**config.mk**
```make
export PLATFORM = sky130hd
export DESIGN_NAME = mac_preadd_slice
export DESIGN_NICKNAME = d
export VERILOG_FILES = /design/src/rtl/mac_slice_pkg.sv /design/src/rtl/mac_opnd_bank.sv /design/src/rtl/mac_preadder.sv /design/src/rtl/mac_mul_acc.sv /design/src/rtl/mac_preadd_slice.sv
export SDC_FILE = /design/constraint.sdc
export NUM_CORES = 2
export LEC_CHECK = 0
export ABC_CLOCK_PERIOD_IN_PS = 8800
export CAP_MARGIN = 30
export CORE_MARGIN = 4
export CORE_UTILIZATION = 30
export DETAILED_ROUTE_END_ITERATION = 8
export GPL_TIMING_DRIVEN = 0
export PLACE_DENSITY = 0.52
export SLEW_MARGIN = 20
export SYNTH_ARGS = -nofsm -noshare
export SYNTH_HDL_FRONTEND = slang
export SYNTH_HIERARCHICAL = 1
export SYNTH_SLANG_ARGS = --single-unit
```
**constraint.sdc**
```tcl
create_clock -name clk -period 8.8 [get_ports clk]
set_clock_uncertainty 0.1 [all_clocks]
set_input_delay 1.76 -clock clk [delete_from_list [all_inputs] [get_ports clk]]
set_output_delay 1.76 -clock clk [all_outputs]
set_load 0.05 [all_outputs]
```
**src/rtl/mac_slice_pkg.sv**
```systemverilog
package mac_slice_pkg;
  // Pre-adder mode controls, sampled together at the pre-adder stage.
  typedef struct packed {
    logic use_a;
    logic use_d;
    logic d_sub;
  } pre_ctl_t;
endpackage

```
**src/rtl/mac_opnd_bank.sv**
```systemverilog
module mac_opnd_bank #(
  parameter int W = 25
) (
  input  logic                clk,
  input  logic                rst,
  input  logic signed [W-1:0] din,
  input  logic                ce1,
  input  logic                ce2,
  input  logic                sel,
  output logic signed [W-1:0] q_sel
);
  localparam int NREG = 2;
  logic signed [W-1:0] bank_q [NREG];
  logic [NREG-1:0]     ce_v;

  assign ce_v = {ce2, ce1};

  for (genvar i = 0; i < NREG; i++) begin : g_reg
    always_ff @(posedge clk) begin
      if (rst)          bank_q[i] <= '0;
      else if (ce_v[i]) bank_q[i] <= din;
    end
  end

  assign q_sel = sel ? bank_q[1] : bank_q[0];
endmodule

```
**src/rtl/mac_preadder.sv**
```systemverilog
module mac_preadder
  import mac_slice_pkg::*;
#(
  parameter int A_W = 25,
  parameter int B_W = 18
) (
  input  logic                  clk,
  input  logic                  rst,
  input  logic signed [A_W-1:0] a_val,
  input  logic signed [B_W-1:0] b_val,
  input  logic signed [A_W-1:0] d_in,
  input  logic                  d_ce,
  input  logic                  ad_ce,
  input  pre_ctl_t              ctl,
  output logic signed [A_W-1:0] d_q,
  output logic signed [A_W-1:0] ad_q,
  output logic signed [B_W-1:0] bs_q
);
  // Pre-adder arithmetic; result wraps to A_W bits.
  function automatic logic signed [A_W-1:0] f_preadd(
    input logic signed [A_W-1:0] a,
    input logic signed [A_W-1:0] d,
    input pre_ctl_t              c
  );
    logic signed [A_W-1:0] at, dt;
    at = c.use_a ? a : '0;
    dt = c.use_d ? d : '0;
    return c.d_sub ? (at - dt) : (at + dt);
  endfunction

  logic signed [A_W-1:0] pre_sum;
  assign pre_sum = f_preadd(a_val, d_q, ctl);

  always_ff @(posedge clk) begin
    if (rst)       d_q <= '0;
    else if (d_ce) d_q <= d_in;
  end

  always_ff @(posedge clk) begin
    if (rst) begin
      ad_q <= '0;
      bs_q <= '0;
    end else if (ad_ce) begin
      ad_q <= pre_sum;
      bs_q <= b_val;
    end
  end
endmodule

```
**src/rtl/mac_mul_acc.sv**
```systemverilog
module mac_mul_acc #(
  parameter int A_W = 25,
  parameter int B_W = 18,
  parameter int P_W = 48
) (
  input  logic                      clk,
  input  logic                      rst,
  input  logic signed [A_W-1:0]     ad,
  input  logic signed [B_W-1:0]     bs,
  input  logic                      m_ce,
  input  logic                      p_ce,
  input  logic                      neg,
  input  logic                      acc,
  output logic signed [A_W+B_W-1:0] m_q,
  output logic signed [P_W-1:0]     p_q
);
  localparam int M_W = A_W + B_W;

  // Signed full-width product of the two pipeline operands.
  function automatic logic signed [M_W-1:0] f_mul(
    input logic signed [A_W-1:0] x,
    input logic signed [B_W-1:0] y
  );
    logic signed [M_W-1:0] xe, ye;
    xe = {{B_W{x[A_W-1]}}, x};
    ye = {{A_W{y[B_W-1]}}, y};
    return xe * ye;
  endfunction

  // Output stage: sign-extend, optional negate, load or accumulate.
  function automatic logic signed [P_W-1:0] f_acc(
    input logic signed [P_W-1:0] p,
    input logic signed [M_W-1:0] m,
    input logic                  n,
    input logic                  a
  );
    logic signed [P_W-1:0] ext, term;
    ext  = {{(P_W-M_W){m[M_W-1]}}, m};
    term = n ? -ext : ext;
    return a ? (p + term) : term;
  endfunction

  always_ff @(posedge clk) begin
    if (rst)       m_q <= '0;
    else if (m_ce) m_q <= f_mul(ad, bs);
  end

  always_ff @(posedge clk) begin
    if (rst)       p_q <= '0;
    else if (p_ce) p_q <= f_acc(p_q, m_q, neg, acc);
  end
endmodule

```
**src/rtl/mac_preadd_slice.sv**
```systemverilog
module mac_preadd_slice
  import mac_slice_pkg::*;
#(
  parameter int A_W = 25,
  parameter int B_W = 18,
  parameter int P_W = 48
) (
  input  logic           clk,
  input  logic           rst,
  input  logic [B_W-1:0] b_in,
  input  logic           b1_ce,
  input  logic           b2_ce,
  input  logic           b_sel,
  input  logic [A_W-1:0] a_in,
  input  logic           a1_ce,
  input  logic           a2_ce,
  input  logic           a_sel,
  input  logic [A_W-1:0] d_in,
  input  logic           d_ce,
  input  logic           ad_ce,
  input  logic           use_a,
  input  logic           use_d,
  input  logic           d_sub,
  input  logic           m_ce,
  input  logic           prod_neg,
  input  logic           acc_en,
  input  logic           p_ce,
  output logic [P_W-1:0] p_out
);
  localparam int M_W = A_W + B_W;

  logic signed [B_W-1:0] b_val;
  logic signed [A_W-1:0] a_val;
  logic signed [A_W-1:0] d_q;
  logic signed [A_W-1:0] ad_q;
  logic signed [B_W-1:0] bs_q;
  logic signed [M_W-1:0] m_q;
  logic signed [P_W-1:0] p_q;
  pre_ctl_t              pre_ctl;

  assign pre_ctl = '{use_a: use_a, use_d: use_d, d_sub: d_sub};

  mac_opnd_bank #(.W(B_W)) u_bbank (
    .clk(clk), .rst(rst), .din(b_in), .ce1(b1_ce), .ce2(b2_ce),
    .sel(b_sel), .q_sel(b_val)
  );

  mac_opnd_bank #(.W(A_W)) u_abank (
    .clk(clk), .rst(rst), .din(a_in), .ce1(a1_ce), .ce2(a2_ce),
    .sel(a_sel), .q_sel(a_val)
  );

  mac_preadder #(.A_W(A_W), .B_W(B_W)) u_pre (
    .clk(clk), .rst(rst), .a_val(a_val), .b_val(b_val), .d_in(d_in),
    .d_ce(d_ce), .ad_ce(ad_ce), .ctl(pre_ctl), .d_q(d_q), .ad_q(ad_q),
    .bs_q(bs_q)
  );

  mac_mul_acc #(.A_W(A_W), .B_W(B_W), .P_W(P_W)) u_mac (
    .clk(clk), .rst(rst), .ad(ad_q), .bs(bs_q), .m_ce(m_ce), .p_ce(p_ce),
    .neg(prod_neg), .acc(acc_en), .m_q(m_q), .p_q(p_q)
  );

  assign p_out = p_q;
endmodule

```
## After elaboration in Yosys (flattened, before gate mapping)

Memories as Yosys holds them, arrays and structs flattened.
Cells that the tools add are included.

- Register bits: 159
- Bits in writable memories: 86
- Input bits: 85
- Output and inout bits: 48
- Logic and storage cells: 41
- Memories: 2

- Add/subtract/negate cells: 4
- Multiply operators: 1
- Muxes and demuxes: 25
- Bitwise gates (word level): 4

Memories:

| memory | depth | width | read ports | clocked after Yosys merged registers in | write ports | line | RTL |
|---|---|---|---|---|---|---|---|
| u_abank.bank_q | 2 | 25 | 2 | 0 | 2 | mac_opnd_bank.sv:13 | `logic signed [W-1:0] bank_q [NREG];` |
| u_bbank.bank_q | 2 | 18 | 2 | 0 | 2 | mac_opnd_bank.sv:13 |  |

Operators by type and width:

| cell | number |
|---|---|
| $mux W25 | 6 |
| $mux W48 | 2 |
| $mux W18 | 3 |
| $add A48 B48 Y48 | 1 |
| $neg A43 Y48 | 1 |
| $mul A25 B18 Y43 | 1 |
| $add A25 B25 Y25 | 1 |
| $sub A25 B25 Y25 | 1 |
| $mux W1 | 14 |
| $or A1 B1 Y1 | 4 |

## Longest topological paths before layout

- Word-level depth: 4
- Gate-level depth with buffers: 26
- Depth with buffers taken out: 25

## Modules after synthesis

Netlist, hierarchy kept.

By module, submodules not included:

| module | instances | cells each | area an instance (µm²) | seq. area each (µm²) |
|---|---|---|---|---|
| mac_mul_acc | 1 | 2,694 | 22,758.1 | 1,821.7 |
| mac_preadder | 1 | 572 | 4,553.1 | 1,361.3 |
| mac_opnd_bank at u_abank | 1 | 139 | 2,399.8 | 1,501.4 |
| mac_opnd_bank at u_bbank | 1 | 100 | 1,722.9 | 1,081.0 |

## Worst setup path before layout

No wires, ideal clock.

- Path kind: flip-flop to flip-flop
- From: reg u_pre.ad_q[13]
- To: reg u_mac.m_q[40]
- Setup time: 128 ps
- Data arrival time: 6,256 ps
- Data required time: 8,572 ps
- Setup slack: 2,317 ps
- Stages on the path, launching flop included: 27
- Clock period less this slack: 6,483 ps
- Cell sequence: dfxtp_1 -> clkbuf_1 -> clkbuf_1 -> nand2_1 -> fa_1 -> inv_1 -> fa_1 -> inv_1 -> fa_1 -> inv_1 -> fa_1 -> fa_1 -> inv_1 -> fa_1 -> inv_1 -> ha_1 -> and4_1 -> and4_1 -> nand2_1 -> o31a_1 -> a31oi_1 -> a21o_1 -> a2111o_1 -> a41oi_1 -> xnor2_1 -> mux2i_1 -> nor2_1

- Cells in the longest elaborated chain, start to end: 1

RTL lines:

| item | line | RTL |
|---|---|---|
| start: declaration | mac_preadder.sv:16 | `output logic signed [A_W-1:0] ad_q,` |
| start signal: assignment | mac_preadder.sv:44 | `ad_q <= pre_sum;` |
| $mul A25 B18 Y43 | mac_mul_acc.sv:27 | `return xe * ye;` |
| end signal: assignment | mac_mul_acc.sv:45 | `else if (m_ce) m_q <= f_mul(ad, bs);` |
| end: declaration | mac_mul_acc.sv:14 | `output logic signed [A_W+B_W-1:0] m_q,` |

Every way passes these cells.
A chain may end at the register's enable or synchronous reset.

## Worst setup path in the final report

- From: reg u_pre.bs_q[9]
- To: reg u_mac.m_q[41]

- Cells in the longest elaborated chain, start to end: 1

RTL lines:

| item | line | RTL |
|---|---|---|
| start: declaration | mac_preadder.sv:17 | `output logic signed [B_W-1:0] bs_q` |
| start signal: assignment | mac_preadder.sv:45 | `bs_q <= b_val;` |
| $mul A25 B18 Y43 | mac_mul_acc.sv:27 |  |

Every way passes these cells.

==> results.txt <==
Clk Latency, worst-skew pair: 0.64 ns
Hold_sp: u_pre/ad_q[20]
Critical Path AT: 8.56 ns
Sink Count: 245
Fill count: 10.9k
WL per Instance: 19.4 um
Relative slew slack: 0.341
Max FO, Critical Path: 10
DR vias/cell: 4.88
H-tree depth: 1
Final Hold Viols: 0
Layout cells sized above 1: 0.0410
Critical R2R Launch: u_pre/bs_q[9]
Max-slew violations: 0
Yosys top cell area share: 0.282
Top-count cell post-synth: inv_1
Die Wd: 332 um
Via count: 24.7k
Clock root buffer: clkbuf_16
Hold_buf cts: 0
Core footprint: 0.104 mm^2
Post-synth EDFFs: 86
End of the worst register-to-register path: u_mac/m_q[41]
TritonRoute pass-1 iters: 5
Fmax: 122 MHz
Status: complete, no violations
Routability cong.: 0.924
Vias in the first global route: 25.5k
GRT overflow: 0
Slew @ Worst Pin: 0.989 ns
Crit. End Element: flop
Synth Net Count: 4213
Register bit total from synthesis: 245
Leakage power total: 0.0164 uW
Unique masters post-synth: 85
Req. time, crit path: 9.14 ns
CP peak stage delay: 0.63 ns
Bufs and invs on worst path: 5
Worst Setup Path Type: flop to flop
Period minus WS final: 8.23 ns
Clk slew on worst S/H paths: 0.06 ns
Register-to-register setup slack: 0.57 ns
Area added between synthesis and finish: 12.8%
Worst hold path depth: 2
Die H: 332 um
Cell repeated most along the worst path: fa_1
Delay-heaviest family, CP: adder cells
Total Wirelength: 98200 um
Fin Setup TNS: 0 ns
TritonCTS clock tree: done
Synth async-reset ratio: 0
First-pass GRT wire length: 150000 um
Cells along the critical path: clkbuf_1 > clkbuf_1 > nand2_1 > fa_1 > inv_1 > fa_1 > fa_1 > fa_1 > fa_1 > inv_1 > fa_1 > inv_1 > ha_1 > a21oi_1 > o211ai_1 > a211oi_1 > a21oi_1 > a21oi_1 > a31oi_1 > a211oi_1 > a21oi_1 > xnor2_1 > o22ai_1
Die area: 0.110 mm^2
Area contributors post-synth: fa_1 28%, dfxtp_1 10%, edfxtp_1 8.2%
Number of DRC markers in iteration 0: 1326
Row count: 118
Tcrit/Tclk final: 0.935
CP Launch Type: flop
Hpwl dp: 79600 um
Power per cell area: 181 mW/mm^2
Num CTS Buffers: 30
Residual DRC: 0
Synth Area per Inst: 8.97 um^2
Starting Density: 0.303
Final setup fails: 0
Clock Path Buffers: 3
Top FF cell, synth: dfxtp_1
Post-Syn Area: 0.0314 mm^2
Register area share after synthesis: 0.183
HP Class: flop to flop
Num ports: 133
R2R cell count: 23
Critical-path top delay cell: clkbuf_1
Biggest area consumer among synthesized cells: fa_1
Nets: 4373
RSZ-0062 raised after global routing: false
Mapped Cells: 3505
Gr usage total: 0.174
Post-CTS sizing: 0
Number of post-CTS setup repair buffers: 0
Worst Hold Endpoint: u_pre/ad_q[20]
YS warnings: 6
Largest net degree at the start of global routing: 26
Post-route ant nets: 0
Synth top cells by count: 543 x inv_1, 443 x fa_1, 410 x nand2_1
Total Power: 6420 uW
IO buf count: 127
Antenna violations before repair: 3
Max-cap violations: 0
VDD IR-drop max: 0.000237 V
==> report_power, final <==
group | internal (uW) | switching [uW] | leakage (uW)
combinational | 1390 | 2230 | 0.0137
sequential | 1330 | 206 | 0.00223
clock | 737 | 522 | 0.000490
==> cells by family after synthesis <==
| family | Yosys count | synth area share |
|---|---|---|
| xor gates and xnor gates | 152 | 0.0426 |
| and+or+nand+nor | 1124 | 0.180 |
| adders and majority gates | 623 | 0.354 |
| buffers and inverters | 727 | 0.0892 |
| DFF | 245 | 0.183 |
| AOI/OAI and AO/OA | 506 | 0.105 |
| muxes | 128 | 0.0461 |
==> worst register-to-register path: stages, from the launching register on <==
cell	delay (ns)
dfxtp_1	0.35
clkbuf_1	0.63
clkbuf_1	0.55
nand2_1	0.17
fa_1	0.61
inv_1	0.08
fa_1	0.48
fa_1	0.59
fa_1	0.45
fa_1	0.50
inv_1	0.05
fa_1	0.61
inv_1	0.08
ha_1	0.35
a21oi_1	0.24
o211ai_1	0.15
a211oi_1	0.42
a21oi_1	0.26
a21oi_1	0.36
a31oi_1	0.20
a211oi_1	0.35
a21oi_1	0.14
xnor2_1	0.21
o22ai_1	0.10
==> state kept, by name, summed over array words and instances (netlist names) <==
register	cells
u_abank/bank_q	50
u_bbank/bank_q	36
u_mac/m_q	43
u_mac/p_q	48
u_pre/ad_q	25
u_pre/bs_q	18
u_pre/d_q	25
==> worst max path at each step <==
stage,start,slack [ns],to,depth (start not counted)
after floorplan,u_pre/ad_q[13],2.32,u_mac/m_q[40],26
after global placement,u_pre/ad_q[10],0.67,u_mac/m_q[41],25
after detailed placement,u_pre/ad_q[10],0.72,u_mac/m_q[41],25
after CTS,u_pre/ad_q[10],0.62,u_mac/m_q[41],25
after global routing,u_pre/bs_q[9],0.32,u_mac/m_q[41],23
final,u_pre/bs_q[9],0.57,u_mac/m_q[41],23
==> routing by layer <==
layer,up-vias,part of all wire,track usage
met5,-,0,0
met4,0,0.042,0.0639
met3,155,0.057,0.0279
met2,704,0.46,0.289
met1,12200,0.44,0.230
li1,11600,-,-
==> cells in the final DEF, fill, tap and decap left out, types with 9 or more instances in the layout <==
master | Yosys | layout
o211ai_1 | 19 | 19
or4_1 | 9 | 9
buf_1 | 10 | 10
clkbuf_16 | 0 | 31
dfxtp_1 | 159 | 159
edfxtp_1 | 86 | 86
xor2_1 | 48 | 48
clkdlybuf4s50_1 | 0 | 127
a21oi_1 | 157 | 157
o21ai_0 | 76 | 76
mux2_2 | 13 | 13
a211oi_1 | 51 | 51
ha_1 | 180 | 180
nor2b_1 | 16 | 16
mux2i_1 | 85 | 85
a31oi_1 | 14 | 14
xnor2_1 | 103 | 103
nor3_1 | 37 | 37
nand2_1 | 410 | 410
a21o_1 | 66 | 66
inv_1 | 543 | 543
and3b_2 | 13 | 13
fa_1 | 443 | 443
o31ai_1 | 17 | 17
nand3_1 | 30 | 30
and2_1 | 191 | 191
nand4_1 | 25 | 25
o21a_1 | 18 | 18
nor4_1 | 11 | 11
and3b_1 | 73 | 73
mux2_4 | 30 | 30
nor2_1 | 242 | 242
clkbuf_1 | 160 | 167
nand2b_1 | 23 | 23
==> area by class of cell <==
type | count | area [um^2] | share of cell area
clock buffers | 42 | 857 | 0.0242
multi-input cells | 2533 | 22900 | 0.645
clock inverters | 11 | 139 | 0.00392
diodes | 1 | 2.50 | 0.0000706
inverters | 544 | 2040 | 0.0576
repair buffers | 128 | 1290 | 0.0363
plain buffers | 183 | 761 | 0.0215
well taps | 1380 | 1730 | 0.0487
flip-flops and latches | 245 | 5770 | 0.163
==> stage by stage <==
| stage | worst slack [ns] | std cells | hold WS (ns) | util | cell area [um^2] |
|---|---|---|---|---|---|
| floorplan | 2.32 | 3505 | 0.323 | - | 31400 |
| global placement | 0.667 | 5012 | 0.333 | 0.332 | 34400 |
| detailed placement | 0.722 | 5013 | 0.346 | 0.332 | 34400 |
| CTS | 0.623 | 5066 | 0.361 | 0.341 | 35400 |
| global route | 0.318 | 5066 | 0.395 | 0.341 | 35400 |
| finish | 0.575 | 5067 | 0.358 | 0.342 | 35400 |
(Power assumes the default switching activity.)
